==> src/rtl/ireg_pkg.sv <==
// Package: shared encodings for the indirect register access router.
// Assumes: select values and privilege codes are fixed by the requester side.
package ireg_pkg;
    localparam int WORD_W  = 64;
    localparam int SLICE_W = 32;

    localparam logic [1:0] PRIV_USER  = 2'd0;
    localparam logic [1:0] PRIV_SUPER = 2'd1;
    localparam logic [1:0] PRIV_MACH  = 2'd3;

    localparam logic [7:0] SEL_DLV = 8'h70;
    localparam logic [7:0] SEL_THR = 8'h72;
    localparam logic [7:0] SEL_TOP = 8'h60;
    localparam logic [1:0] GRP_PEND = 2'b10;
    localparam logic [1:0] GRP_EN   = 2'b11;

    typedef enum logic [2:0] {
        TGT_NONE, TGT_DLV, TGT_THR, TGT_TOP, TGT_PEND, TGT_EN
    } tgt_e;

    typedef enum logic [1:0] {
        PH_IDLE, PH_FETCH, PH_COMMIT
    } phase_e;
endpackage

==> src/rtl/ireg_page_sel.sv <==
// Module: ireg_page_sel
// Maps privilege, virtualization flag and guest index to an interrupt-file
// page, or flags the request as illegal. Purely combinational.
// Assumes: GI_W >= PG_W; in machine configuration only page 0 exists.
module ireg_page_sel
    import ireg_pkg::*;
#(
    parameter int PAGES        = 4,
    parameter int GI_W         = 6,
    parameter int PG_W         = 2,
    parameter bit MACHINE_MODE = 1'b0
) (
    input  logic [1:0]      priv,
    input  logic            virt,
    input  logic [GI_W-1:0] guest,
    output logic [PG_W-1:0] page,
    output logic            bad
);
    generate
        if (MACHINE_MODE) begin : g_mach
            // Machine configuration: a single page, machine level only
            always_comb begin
                page = '0;
                bad  = !((priv == PRIV_MACH) && !virt);
            end
        end else begin : g_super
            // Supervisor configuration: page 0 or a nonzero in-range guest page
            always_comb begin
                page = '0;
                bad  = 1'b1;
                if (priv == PRIV_SUPER) begin
                    if (!virt) begin
                        bad = 1'b0;
                    end else if ((guest != '0) && (int'(guest) < PAGES)) begin
                        bad  = 1'b0;
                        page = guest[PG_W-1:0];
                    end
                end
            end
        end
    endgenerate
endmodule

==> src/rtl/ireg_sel_decode.sv <==
// Module: ireg_sel_decode
// Decodes the register select into a target class and a 32-bit slot index,
// and rejects undecoded selects, odd wide indices and indices past the page.
// Assumes: IDS is a multiple of 64 and at least 64.
module ireg_sel_decode
    import ireg_pkg::*;
#(
    parameter int IDS    = 128,
    parameter int SLOT_W = 2
) (
    input  logic [7:0]        sel,
    input  logic              wide,
    output tgt_e              tgt,
    output logic [SLOT_W-1:0] slot,
    output logic              bad
);
    localparam int NSLOT = IDS / SLICE_W;

    logic [5:0] idx;
    assign idx  = sel[5:0];
    assign slot = idx[SLOT_W-1:0];

    // Classify the select and apply the width and range rules to bit words
    always_comb begin
        tgt = TGT_NONE;
        bad = 1'b0;
        if (sel == SEL_DLV)             tgt = TGT_DLV;
        else if (sel == SEL_THR)        tgt = TGT_THR;
        else if (sel == SEL_TOP)        tgt = TGT_TOP;
        else if (sel[7:6] == GRP_PEND)  tgt = TGT_PEND;
        else if (sel[7:6] == GRP_EN)    tgt = TGT_EN;
        else                            bad = 1'b1;
        if ((tgt == TGT_PEND) || (tgt == TGT_EN)) begin
            if (wide && idx[0])       bad = 1'b1;
            if (int'(idx) >= NSLOT)   bad = 1'b1;
        end
    end
endmodule

==> src/rtl/ireg_bit_merge.sv <==
// Module: ireg_bit_merge
// Per-bit masked merge of new data into old state bits, plus the read view.
// The upper half is masked off for narrow accesses; identity 0 is forced low.
// Assumes: first_slot is set when the access starts at identity 0.
module ireg_bit_merge #(
    parameter int DW   = 64,
    parameter int HALF = 32
) (
    input  logic [DW-1:0] old_bits,
    input  logic [DW-1:0] new_bits,
    input  logic [DW-1:0] mask,
    input  logic          wide,
    input  logic          first_slot,
    output logic [DW-1:0] merged,
    output logic [DW-1:0] view
);
    generate
        for (genvar i = 0; i < DW; i++) begin : g_bit
            if (i == 0) begin : g_id0
                // Identity 0 of the first slot is read-only zero
                assign merged[i] = first_slot ? 1'b0 : (mask[i] ? new_bits[i] : old_bits[i]);
                assign view[i]   = first_slot ? 1'b0 : old_bits[i];
            end else if (i < HALF) begin : g_lo
                // Low half is always part of the access
                assign merged[i] = mask[i] ? new_bits[i] : old_bits[i];
                assign view[i]   = old_bits[i];
            end else begin : g_hi
                // High half only takes part in a wide access
                assign merged[i] = wide & (mask[i] ? new_bits[i] : old_bits[i]);
                assign view[i]   = wide & old_bits[i];
            end
        end
    endgenerate
endmodule

==> src/rtl/ireg_router.sv <==
// Module: ireg_router (top)
// Routes one indirect register command at a time to an interrupt-file page
// and register, runs a masked read-modify-write and answers after a fixed
// three-edge latency. Holds per-page delivery-enable and threshold state;
// pending/enable bits live in an external synchronous-read store.
// Assumes: st_rdata is valid the cycle after st_rd_en; top_id follows
// top_page combinationally.
module ireg_router
    import ireg_pkg::*;
#(
    parameter int PAGES        = 4,
    parameter int IDS          = 128,
    parameter int THR_W        = 11,
    parameter int GI_W         = 6,
    parameter bit MACHINE_MODE = 1'b0,
    localparam int PG_W        = (PAGES > 1) ? $clog2(PAGES) : 1,
    localparam int SLOT_W      = (IDS / SLICE_W > 1) ? $clog2(IDS / SLICE_W) : 1
) (
    input  logic              clk,
    input  logic              rst_n,
    input  logic              cmd_valid,
    input  logic [1:0]        cmd_priv,
    input  logic              cmd_virt,
    input  logic [GI_W-1:0]   cmd_guest,
    input  logic [7:0]        cmd_sel,
    input  logic              cmd_wide,
    input  logic [63:0]       cmd_wdata,
    input  logic [63:0]       cmd_wmask,
    output logic              rsp_done,
    output logic              rsp_err,
    output logic [63:0]       rsp_rdata,
    output logic              st_rd_en,
    output logic              st_wr_en,
    output logic              st_kind_en,
    output logic [PG_W-1:0]   st_page,
    output logic [SLOT_W-1:0] st_slot,
    output logic              st_wide,
    output logic [63:0]       st_wdata,
    input  logic [63:0]       st_rdata,
    output logic [PG_W-1:0]   top_page,
    input  logic [THR_W-1:0]  top_id,
    output logic              top_clr
);
    logic [PG_W-1:0]   sel_page;
    logic              page_bad;
    tgt_e              dec_tgt;
    logic [SLOT_W-1:0] dec_slot;
    logic              dec_bad;

    ireg_page_sel #(.PAGES(PAGES), .GI_W(GI_W), .PG_W(PG_W), .MACHINE_MODE(MACHINE_MODE)) u_page (
        .priv(cmd_priv), .virt(cmd_virt), .guest(cmd_guest), .page(sel_page), .bad(page_bad)
    );

    ireg_sel_decode #(.IDS(IDS), .SLOT_W(SLOT_W)) u_dec (
        .sel(cmd_sel), .wide(cmd_wide), .tgt(dec_tgt), .slot(dec_slot), .bad(dec_bad)
    );

    phase_e            phase;
    logic              accept;
    logic [PG_W-1:0]   page_q;
    tgt_e              tgt_q;
    logic [SLOT_W-1:0] slot_q;
    logic              wide_q;
    logic [63:0]       wdata_q;
    logic [63:0]       wmask_q;
    logic              err_q;
    logic              dlv_q [PAGES];
    logic [THR_W-1:0]  thr_q [PAGES];

    assign accept = cmd_valid && (phase == PH_IDLE);

    // Three-phase sequencer: idle, store fetch, commit and respond
    always_ff @(posedge clk) begin
        if (!rst_n)                  phase <= PH_IDLE;
        else if (accept)             phase <= PH_FETCH;
        else if (phase == PH_FETCH)  phase <= PH_COMMIT;
        else                         phase <= PH_IDLE;
    end

    // Capture the decoded command on acceptance
    always_ff @(posedge clk) begin
        if (!rst_n) begin
            page_q  <= '0;
            tgt_q   <= TGT_NONE;
            slot_q  <= '0;
            wide_q  <= 1'b0;
            wdata_q <= '0;
            wmask_q <= '0;
            err_q   <= 1'b0;
        end else if (accept) begin
            page_q  <= sel_page;
            tgt_q   <= dec_tgt;
            slot_q  <= dec_slot;
            wide_q  <= cmd_wide;
            wdata_q <= cmd_wdata;
            wmask_q <= cmd_wmask;
            err_q   <= page_bad | dec_bad;
        end
    end

    logic        to_store;
    logic [63:0] mask_eff;
    logic [63:0] merged;
    logic [63:0] view;
    logic [63:0] rd_next;

    assign to_store = (tgt_q == TGT_PEND) || (tgt_q == TGT_EN);
    assign mask_eff = wide_q ? wmask_q : {32'b0, wmask_q[31:0]};

    ireg_bit_merge #(.DW(WORD_W), .HALF(SLICE_W)) u_merge (
        .old_bits(st_rdata), .new_bits(wdata_q), .mask(mask_eff), .wide(wide_q),
        .first_slot(slot_q == '0), .merged(merged), .view(view)
    );

    assign st_rd_en   = (phase == PH_FETCH) && !err_q && to_store;
    assign st_wr_en   = (phase == PH_COMMIT) && !err_q && to_store && (mask_eff != '0);
    assign st_kind_en = (tgt_q == TGT_EN);
    assign st_page    = page_q;
    assign st_slot    = slot_q;
    assign st_wide    = wide_q;
    assign st_wdata   = merged;
    assign top_page   = page_q;

    // Select the pre-write value of the addressed register
    always_comb begin
        rd_next = '0;
        if (!err_q) begin
            case (tgt_q)
                TGT_DLV:         rd_next = {{(WORD_W-1){1'b0}}, dlv_q[page_q]};
                TGT_THR:         rd_next = {{(WORD_W-THR_W){1'b0}}, thr_q[page_q]};
                TGT_TOP:         rd_next = {{(WORD_W-THR_W){1'b0}}, top_id};
                TGT_PEND, TGT_EN: rd_next = view;
                default:         rd_next = '0;
            endcase
        end
    end

    // Register the response and the claim pulse in the commit phase
    always_ff @(posedge clk) begin
        if (!rst_n) begin
            rsp_done  <= 1'b0;
            rsp_err   <= 1'b0;
            rsp_rdata <= '0;
            top_clr   <= 1'b0;
        end else begin
            rsp_done <= (phase == PH_COMMIT);
            top_clr  <= (phase == PH_COMMIT) && !err_q && (tgt_q == TGT_TOP)
                        && (mask_eff != '0) && (top_id != '0);
            if (phase == PH_COMMIT) begin
                rsp_err   <= err_q;
                rsp_rdata <= rd_next;
            end
        end
    end

    // Masked update of the per-page delivery-enable and threshold state
    always_ff @(posedge clk) begin
        if (!rst_n) begin
            for (int p = 0; p < PAGES; p++) begin
                dlv_q[p] <= 1'b0;
                thr_q[p] <= '0;
            end
        end else if ((phase == PH_COMMIT) && !err_q) begin
            if ((tgt_q == TGT_DLV) && mask_eff[0])
                dlv_q[page_q] <= wdata_q[0];
            if (tgt_q == TGT_THR)
                thr_q[page_q] <= (thr_q[page_q] & ~mask_eff[THR_W-1:0])
                                 | (wdata_q[THR_W-1:0] & mask_eff[THR_W-1:0]);
        end
    end


    single_done_chk: assert property (@(posedge clk) disable iff (!rst_n)
        rsp_done |=> !rsp_done);

    done_latency_chk: assert property (@(posedge clk) disable iff (!rst_n)
        rsp_done |-> $past(accept, 3));

    err_no_store_chk: assert property (@(posedge clk) disable iff (!rst_n)
        (rsp_done && rsp_err) |-> !$past(st_wr_en));

    err_zero_data_chk: assert property (@(posedge clk) disable iff (!rst_n)
        (rsp_done && rsp_err) |-> (rsp_rdata == '0));

    write_after_fetch_chk: assert property (@(posedge clk) disable iff (!rst_n)
        st_wr_en |-> $past(st_rd_en));

    id0_guard_chk: assert property (@(posedge clk) disable iff (!rst_n)
        (st_wr_en && (st_slot == '0)) |-> !st_wdata[0]);

    page_range_chk: assert property (@(posedge clk) disable iff (!rst_n)
        st_rd_en |-> (int'(st_page) < PAGES));

    claim_with_done_chk: assert property (@(posedge clk) disable iff (!rst_n)
        top_clr |-> (rsp_done && !rsp_err));
endmodule

==> config.mk <==
export PLATFORM = sky130hd
export DESIGN_NAME = ireg_router
export DESIGN_NICKNAME = d
export VERILOG_FILES = /design/src/rtl/ireg_pkg.sv /design/src/rtl/ireg_page_sel.sv /design/src/rtl/ireg_sel_decode.sv /design/src/rtl/ireg_bit_merge.sv /design/src/rtl/ireg_router.sv
export SDC_FILE = /design/constraint.sdc
export NUM_CORES = 1
export LEC_CHECK = 0
export BUFFER_PORTS_ARGS = -buffer_cell sky130_fd_sc_hd__buf_2
export CAP_MARGIN = 20
export CORE_ASPECT_RATIO = 1.2
export CORE_UTILIZATION = 40
export CTS_BUF_LIST = sky130_fd_sc_hd__clkbuf_2
export CTS_CLUSTER_SIZE = 16
export DETAILED_ROUTE_END_ITERATION = 8
export HOLD_SLACK_MARGIN = 0.03
export PLACE_DENSITY = 0.71
export SLEW_MARGIN = 20
export SYNTH_ARGS = -nofsm -noshare
export SYNTH_HDL_FRONTEND = slang
export SYNTH_SLANG_ARGS = --single-unit
==> constraint.sdc <==
create_clock -name clk -period 2.9 [get_ports clk]
set_input_delay 0.435 -clock clk [delete_from_list [all_inputs] [get_ports clk]]
set_output_delay 0.435 -clock clk [all_outputs]
set_load 0.05 [all_outputs]
Yosys cells after proc, flatten, opt, wreduce, memory -nomap -nowiden
Memory sizes are Yosys's and may differ from the RTL's. A register that Yosys moved wholly into a read port is not among the register bits.
Index checks and enable logic that the tools add are counted.
{ "word_totals": {"register_bits": 206, "ramBits": 48, "inputBits": 224, "output_inout_bits": 141, "word_cells": 235, "memories": 2} }
{ "classes": {"order_cmp": 2, "n_eq_ne": 15, "n_mux": 109, "bitwise_logic": 70, "reduce_logical": 24} }
{ "mem_list": {"columns": ["memory", "words", "width", "read_ports", "rd_clocked_by_memory_dff", "wr", "line_no", "text"], "rows": [
  ["thr_q", 4, 11, 1, 1, 4, "ireg_router.sv:68", "logic [THR_W-1:0] thr_q [PAGES];"],
  ["dlv_q", 4, 1, 1, 1, 4, "ireg_router.sv:67", "logic dlv_q [PAGES];"]
]} }
{ "ops": {"columns": ["operator", "count"], "rows": [
  ["64-bit case mux with 4 select lines", 1],
  ["64-bit 2-to-1 mux", 2],
  ["1-bit 2-to-1 mux", 90],
  ["1-bit bitwise AND", 64],
  ["64-bit nonzero test", 1],
  ["8-bit by 7-bit == test with 1-bit output (second input constant)", 3],
  ["11-bit bitwise AND", 2],
  ["2-bit 2-to-1 mux", 10],
  ["3-bit 2-to-1 mux", 5],
  ["3-bit == test (second input constant)", 4],
  ["1-bit logical AND", 12],
  ["11-bit 2-to-1 mux", 1],
  ["11-bit NOT", 1],
  ["11-bit bitwise OR", 1],
  ["11-bit nonzero test", 1],
  ["11-bit OR reduction", 1],
  ["2-bit == test (second input constant)", 3],
  ["3-bit by 2-bit == test with 1-bit output (second input constant)", 2],
  ["6-bit by 3-bit >= comparator with 1-bit output (second input constant)", 1],
  ["6-bit by 3-bit < comparator with 1-bit output (second input constant)", 1],
  ["6-bit nonzero test", 1],
  ["2-bit by 1-bit == test with 1-bit output (second input constant)", 2],
  ["2-bit zero test", 2],
  ["2-bit OR reduction", 2],
  ["6 further kinds", 7]
]} }

Depth between registers and ports, before layout
Gate-level depths: netlist (run 1).
{ "depth": {"depth_word": 10, "ltp_mapped": 7, "ltp_nobuf": 5} }

Hierarchy
Synthesis (run 1) repeated with hierarchy kept, for this count alone.
{ "unflattened": {"cells_unflattened": 974, "hier_area_um2": 11212.0} }
{ "modules_own_cells": {"columns": ["module", "instances", "cells_per_inst", "area_per_inst_um2", "seq_area_each_um2"], "rows": [
  ["ireg_router", 1, 786, 9387.8, 5575.3],
  ["ireg_bit_merge", 1, 168, 1649.1, 0.0],
  ["ireg_sel_decode", 1, 13, 110.1, 0.0],
  ["ireg_page_sel", 1, 7, 65.1, 0.0]
]} }

Worst setup path before layout (run 1)
OpenSTA, ideal clock, no wires.
{ "synth_path": {"kind": "register to output", "from": "register tgt_q[2]", "to": "output port st_rd_en", "t_arrival_ps": 2175, "required_ps": 2465, "slack_ps": 290, "path_stages_with_launch": 4, "path_buffers": 1, "path_cell_list": "dfxtp_1 > buf_2 > nand2b_1 > nor4b_1"} }
{ "synth_via": {"elab_chain_len": 3, "elab_cells_between_ends": 4, "classes_between": "2 x eq/ne; 2 x reduce/logical"} }
{ "synth_rtl": {"columns": ["item", "line_no", "text"], "rows": [
  ["start, declared", "ireg_router.sv:61", "tgt_e tgt_q;"],
  ["start signal, assigned", "ireg_router.sv:92", "tgt_q <= dec_tgt;"],
  ["3-bit == test", "ireg_router.sv:107", "assign to_store = (tgt_q == TGT_PEND) || (tgt_q == TGT_EN);"],
  ["1-bit logical OR *", "ireg_router.sv:107", null],
  ["1-bit logical AND *", "ireg_router.sv:115", "assign st_rd_en = (phase == PH_FETCH) && !err_q && to_store;"],
  ["end, declared", "ireg_router.sv:32", "output logic st_rd_en,"]
]} }
Every way passes the cells marked *; elsewhere a longest branch is shown, timed or not.

Final worst setup path (run 1)
{ "layout_path": {"from": "register wmask_q[55]", "to": "output port st_wr_en"} }
{ "layout_via": {"elab_chain_len": 3} }
{ "layout_rtl": {"columns": ["item", "line_no", "text"], "rows": [
  ["start, declared", "ireg_router.sv:65", "logic [63:0] wmask_q;"],
  ["start signal, assigned", "ireg_router.sv:96", "wmask_q <= cmd_wmask;"],
  ["64-bit 2-to-1 mux", "ireg_router.sv:108", "assign mask_eff = wide_q ? wmask_q : {32'b0, wmask_q[31:0]};"],
  ["64-bit nonzero test", "ireg_router.sv:116", "assign st_wr_en = (phase == PH_COMMIT) && !err_q && to_store && (mask_eff != '0);"],
  ["1-bit logical AND", "ireg_router.sv:116", null],
  ["end, declared", "ireg_router.sv:33", "output logic st_wr_en,"]
]} }
Every way passes these cells.

==> results.md, run 1 <==
* Status: finished clean
* Post-synth net total at 1101
* Vias per cell at 5.43
* Kind of critical path: reg -> out
* Final setup TNS at 0 ps
* Worst Hold Class: in -> reg
* Hold Fails Final Rpt at 0
* Post-Synth Adder-Cell Area at 0
* DR iter-0 viols at 547
* Ports at 365
* Critical path's largest stage delay at 360 ps
* Wire length of the first global-routing pass at 55400 µm
* Max-cap viol count at 0
* Vias at 10032
* Seq/Total Area, Yosys at 0.556
* Main combinational cell family by area after synthesis: compound AO/OA/AOI/OAI gates
* Int Pwr at 5.52 mW
* Num CTS Buffers at 67
* Max IR drop VDD at 0.308 mV
* Post-synth cell types at 46
* Gpl congestion at 0.874
* CP max FO at 3
* CTS max path bufs at 3
* Gr ovfl total at 0
* CORE AREA at 24700 µm²
* Min Tclk post-route at 2700 ps
* Placement-stage cell area at 12200 µm²
* Sink Count at 256
* Clk Tree Root Cell: clkbuf_2
* Main synth FF type: dfxtp_1
* WHS at 134 ps
* Max Freq at 0.370 GHz
* Pwr/cell area at 523 nW/µm²
* Crit start category: flop
* Final setup margin at 198 ps
* Switching share of power at 0.293
* Die Height at 175 µm
* Combinational share of power at 0.155
* Slowest cell on crit path: nor4_2
* EDFF count, synth at 45
* Starting Density at 0.407
* Clock Pin Slew Worst Setup and Hold Paths at 100 ps
* Mapped Area at 10000 µm²
* Crit end category: primary output
* Clock Power Share at 0.347
* Synth Instances at 877
* H-tree depth at 3
* Post-route cell area at 14900 µm²
* Fillers at 1922
* FP Rows at 63
* First-pass DRT Iterations at 5
* GRT Overall Usage at 0.278
* Post-detail-place hpwl at 23000 µm
* Net Sw Power at 2.29 mW
* Worst setup startpoint: wmask_q[55]$_SDFFE_PN0P_
* Post-Route WL at 36700 µm
* Ys Warns at 0
* Layout Skew at 81.4 ps
* Simple-Gate Fraction of Synth Area at 0.112
* Sequential cell area at 5580 µm²
* Final core utilization at 0.605
* Initial antenna violation count at 2
* # nets final at 1693
* Seq pwr share at 0.499
* Synthesis-stage register bit count at 256
* WP buf/inv at 1
* Most frequent cells in the layout: 364 x buf_2, 210 x dfxtp_1, 206 x dlygate4sd3_1, 134 x a22o_1, 109 x nor2_1
* Final number of setup-violating endpoints at 0
* Wirelength per Cell at 19.8 µm
* HP Start: st_rdata[1]
* IO buf count at 364
* Area grow syn2layout at 48.8%
* Residual DRC at 0
* Required @ worst endpoint at 2470 ps
* Place WS at 501 ps
* Family with the most delay on the worst path: simple AND/OR/NAND/NOR gates
* DIE AREA at 25700 µm²
* Vias in the first global route at 10277
* Post-detailed-route count of antenna-violating nets at 0
* Async S/R FF share, synth at 0
* Final slew viol count at 0
* Post-Synth XOR/XNOR Area at 0.000873
* LEAKAGE at 6.60 nW
* Worst R2R Start: phase[1]$_SDFF_PP0_
* Latest clock arrival within the worst-skew pair at 790 ps
* Area of the multi-input gates at 4200 µm²
* CP arrival at 2270 ps
* Syn_area_per_cell at 11.4 µm²
* Post-synthesis mux area share at 0.111
* Most common cell after layout, fill and taps aside: buf_2
* RSZ-0062 raised after global routing: no
* Synth Area in Compound Gates at 0.187
* Ratio of cells with drive above 1 in the final layout at 0.359
* Worst-Margin Slew at 669 ps
* CTS tree: done
* Slew margin rel. at 0.553
* Crit share post-route at 0.932
* Die X at 147 µm
* Critical Path, Cell by Cell: nor4_2, nand4_1, o21ai_2, a21boi_1, buf_2
* Pin count of the biggest net entering global routing at 114
==> power by group through the flow <==
stage	clock network, mW	logic (mW)	registers, mW
global route	2.98	1.27	3.91
finish	2.71	1.21	3.89
floorplan	0	0.587	3.94
CTS	2.76	1.19	3.89
global placement	0	0.950	3.96
detailed placement	0	0.957	3.96
==> final cells by class <==
type	instances	area share
Antenna cell	2	0.000335
Clock buffer	103	0.0345
Clock inverter	17	0.00955
Inverter	4	0.00117
Multi-Input combinational cell	550	0.281
Sequential cell	256	0.373
Tap cell	325	0.0272
Timing Repair Buffer	590	0.273
==> synth_stat cells (all sizes together) (2+ instances only) <==
master,instances,area share
buf,38,0.021
nand2,37,0.014
mux2i,48,0.048
nor3b,3,0.0039
o211ai,2,0.0015
a222oi,10,0.010
o21ai,4,0.0020
nand2b,3,0.0019
a22oi,53,0.040
nor2b,36,0.022
mux2,31,0.035
clkbuf,30,0.011
a21boi,2,0.0015
nor2,109,0.041
a21oi,4,0.0020
mux4,12,0.028
inv,4,0.0015
a22o,134,0.12
nor4,21,0.014
and2,2,0.0012
dfxtp,211,0.42
nor3,2,0.0015
nand3,6,0.0030
a221oi,10,0.0087
nand4,9,0.0056
edfxtp,45,0.13
==> routing by layer <==
metal,wire length (µm),GRT usage,vias up
met3,3030,0.0725,115
met5,13,0,-
met4,1440,0.139,2
met1,13800,0.311,4771
met2,18400,0.486,593
li1,-,-,4551
==> worst min-delay path, cell delays in order <==
cell and delay [ps]:
buf_2 90, a222oi_1 80, a221oi_1 220
==> cell families after synthesis <==
logic type / Yosys count
multiplexers: 91
AND/OR/NAND/NOR: 233
flip-flops: 256
XOR/XNOR: 1
buffers and inverters: 72
AO/OA/AOI/OAI: 224
==> final timing paths <==
path | to | slack [ps] | cells past startpoint
worst max-delay path | st_wr_en | 200 | 5
worst min-delay path | rsp_rdata[1]$_SDFFE_PN0N_ | 130 | 3
worst max register to register | rsp_rdata[0]$_SDFFE_PN0N_ | 300 | 5
worst min register to register | dlv_q[1]$_DFF_P_ | 460 | 2
==> per-stage QoR <==
step           cells  total power, mW
2_1_floorplan    877             4.53
3_3_place_gp    1518             4.91
3_5_place_dp    1518             4.92
4_1_cts         1845             7.84
5_1_grt         1846             8.16
6_report        1847             7.81
==> state kept, by name (all words and copies together), names as in the netlist, named ones only <==
| register | cells |
|---|---|
| st_slot | 2 |
| thr_q | 44 |
| wmask_q | 64 |
| dlv_q | 4 |
| wdata_q | 64 |
| st_wide | 1 |
| rsp_err | 1 |
| rsp_done | 1 |
| st_page | 2 |
| top_clr | 1 |
| rsp_rdata | 64 |
| phase | 2 |
| tgt_q | 3 |
| err_q | 1 |
==> timing repair <==
| item | 4_1_cts | 5_1_grt |
|---|---|---|
| buffers inserted | 0 | 0 |
| hold buffers | 206 | 0 |
| hold endpoints to repair | 205 | 0 |
| setup endpoints to repair | 1 | 1 |
| gates cloned | 1 | 0 |
| resized for setup | 8 | 2 |
| pin swaps | 2 | 0 |
Power figures use the tool's default switching activity.
==> run 2, diff against run 1 <==
- RECOVER_POWER: default -> 25
==> run 2 against run 1 <==
First-iteration DRC count is 10% higher. Cell count hardly changed. Worst hold slack worse by 20 ps. Clock-buffer cell count stayed put. Largest power group unchanged.
==> results.md, run 2 (synthesized netlist as in run 1, its figures left out) <==
* Status: finished clean
* Starting Density at 0.407
* CP max FO at 36
* Cell Count Post-Placement at 1518
* Wirelength per Cell at 19.9 µm
* Worst Hold Class: in -> reg
* Max-cap viol count at 0
* Crit share post-route at 0.956
* Pin count of the biggest net entering global routing at 114
* Vias at 10052
* Crit start category: input pin
* Die X at 147 µm
* Sink Count at 256
* DIE AREA at 25700 µm²
* Post-detail-place hpwl at 23000 µm
* CORE AREA at 24700 µm²
* Final number of setup-violating endpoints at 0
* FP Rows at 63
* Worst-Margin Slew at 1010 ps
* DR iter-0 viols at 602
* First-pass DRT Iterations at 8
* Ports at 365
* Final Non-Filler Cells at 1848
* Latest clock arrival within the worst-skew pair at 810 ps
* # nets final at 1693
* CTS tree: done
* Gpl congestion at 0.874
* Max IR drop VDD at 0.307 mV
* Clock Pin Slew Worst Setup and Hold Paths at 100 ps
* Hold Fails Final Rpt at 0
* Crit end category: flop
* Post-Route WL at 36800 µm
* RSZ-0062 raised after global routing: no
* Pwr/cell area at 525 nW/µm²
* GRT Overall Usage at 0.278
* CP arrival at 3430 ps
* Final slew viol count at 0
* Most common cell after layout, fill and taps aside: buf_2
* Wire length of the first global-routing pass at 55400 µm
* Final Power at 7.81 mW
* Setup bufs post-CTS at 0
* Layout Skew at 82.5 ps
* Most frequent cells in the layout: 342 x buf_2, 210 x dfxtp_1, 206 x dlygate4sd3_1, 134 x a22o_1, 109 x nor2_1
* Fillers at 1944
* Max Freq at 0.361 GHz
* Post-detailed-route count of antenna-violating nets at 0
* LEAKAGE at 6.49 nW
* IO buf count at 364
* Hold path cells at 3
* CTS max path bufs at 3
* Area grow syn2layout at 48.4%
* Min Tclk post-route at 2770 ps
* Die Height at 175 µm
* Initial antenna violation count at 2
* Final setup TNS at 0 ps
* Gr ovfl total at 0
* Residual DRC at 0
* R2R cell count at 5
* Num CTS Buffers at 67
* Slew margin rel. at 0.324
* Required @ worst endpoint at 3550 ps
* Kind of critical path: in -> reg
* Clk Tree Root Cell: clkbuf_2
* Ratio of cells with drive above 1 in the final layout at 0.343
* Vias in the first global route at 10277
* Regs by FF count: rsp_rdata (64), wdata_q (64), wmask_q (64)
* Vias per cell at 5.44
* H-tree depth at 3
-- run 2: worst paths after layout --
check	startpoint	endpoint	slack (ps)
setup reg to reg	phase[1]$_SDFF_PP0_	rsp_rdata[0]$_SDFFE_PN0N_	280
setup / recovery	rst_n	rsp_rdata[0]$_SDFFE_PN0N_	130
hold / removal	st_rdata[1]	rsp_rdata[1]$_SDFFE_PN0N_	110
hold reg to reg	dlv_q[1]$_DFF_P_	dlv_q[1]$_DFF_P_	460
-- run 2: repair_timing --
| action | in CTS | in global routing |
|---|---|---|
| pin swaps | 2 | 0 |
| gates cloned | 1 | 0 |
| endpoints found under the setup margin | 1 | 1 |
| resized for setup | 8 | 2 |
| hold buffers | 206 | 0 |
| hold endpoints to repair | 205 | 0 |
-- run 2: routing by layer --
layer | routed length, µm | vias to the layer above | track usage
met5 | 13 | - | 0
li1 | - | 4554 | -
met4 | 1490 | 2 | 0.139
met2 | 18400 | 553 | 0.486
met1 | 13900 | 4827 | 0.311
met3 | 2940 | 116 | 0.0725
-- run 2: worst max-delay path, cell delays in order --
cell,delay [ps]
dlygate4sd3_1,540
buf_2,210
inv_1,630
clkbuf_2,840
a21o_1,150
a41oi_1,40
dlygate4sd3_1,570
-- run 2: through the flow --
stage	hold WS, ps	setup slack [ps]	instance area (µm²)	util
final	114	128	14900	0.603
after global routing	37.6	11.9	14900	0.603
after CTS	32.7	5.69	14900	0.604
after detailed placement	454	501	12200	0.493
after global placement	450	504	12200	0.493
after floorplan	434	290	10000	-
-- run 2: power by group --
group          internal (mW)  leakage [nW]  switching [mW]
sequential              3.76          2.19           0.134
clock                   1.20         0.495            1.51
combinational          0.555          3.81           0.651
total                   5.52          6.49            2.30
-- run 2: cell type report --
type	instances	area, µm²	area share
inverter	4	15.0	0.00101
timing repair buffer	590	4040	0.271
clock buffer	103	515	0.0346
sequential	256	5580	0.375
tap	325	407	0.0273
antenna	3	7.51	0.000504
multi-input combinational	550	4190	0.281
clock inverter	17	143	0.00958
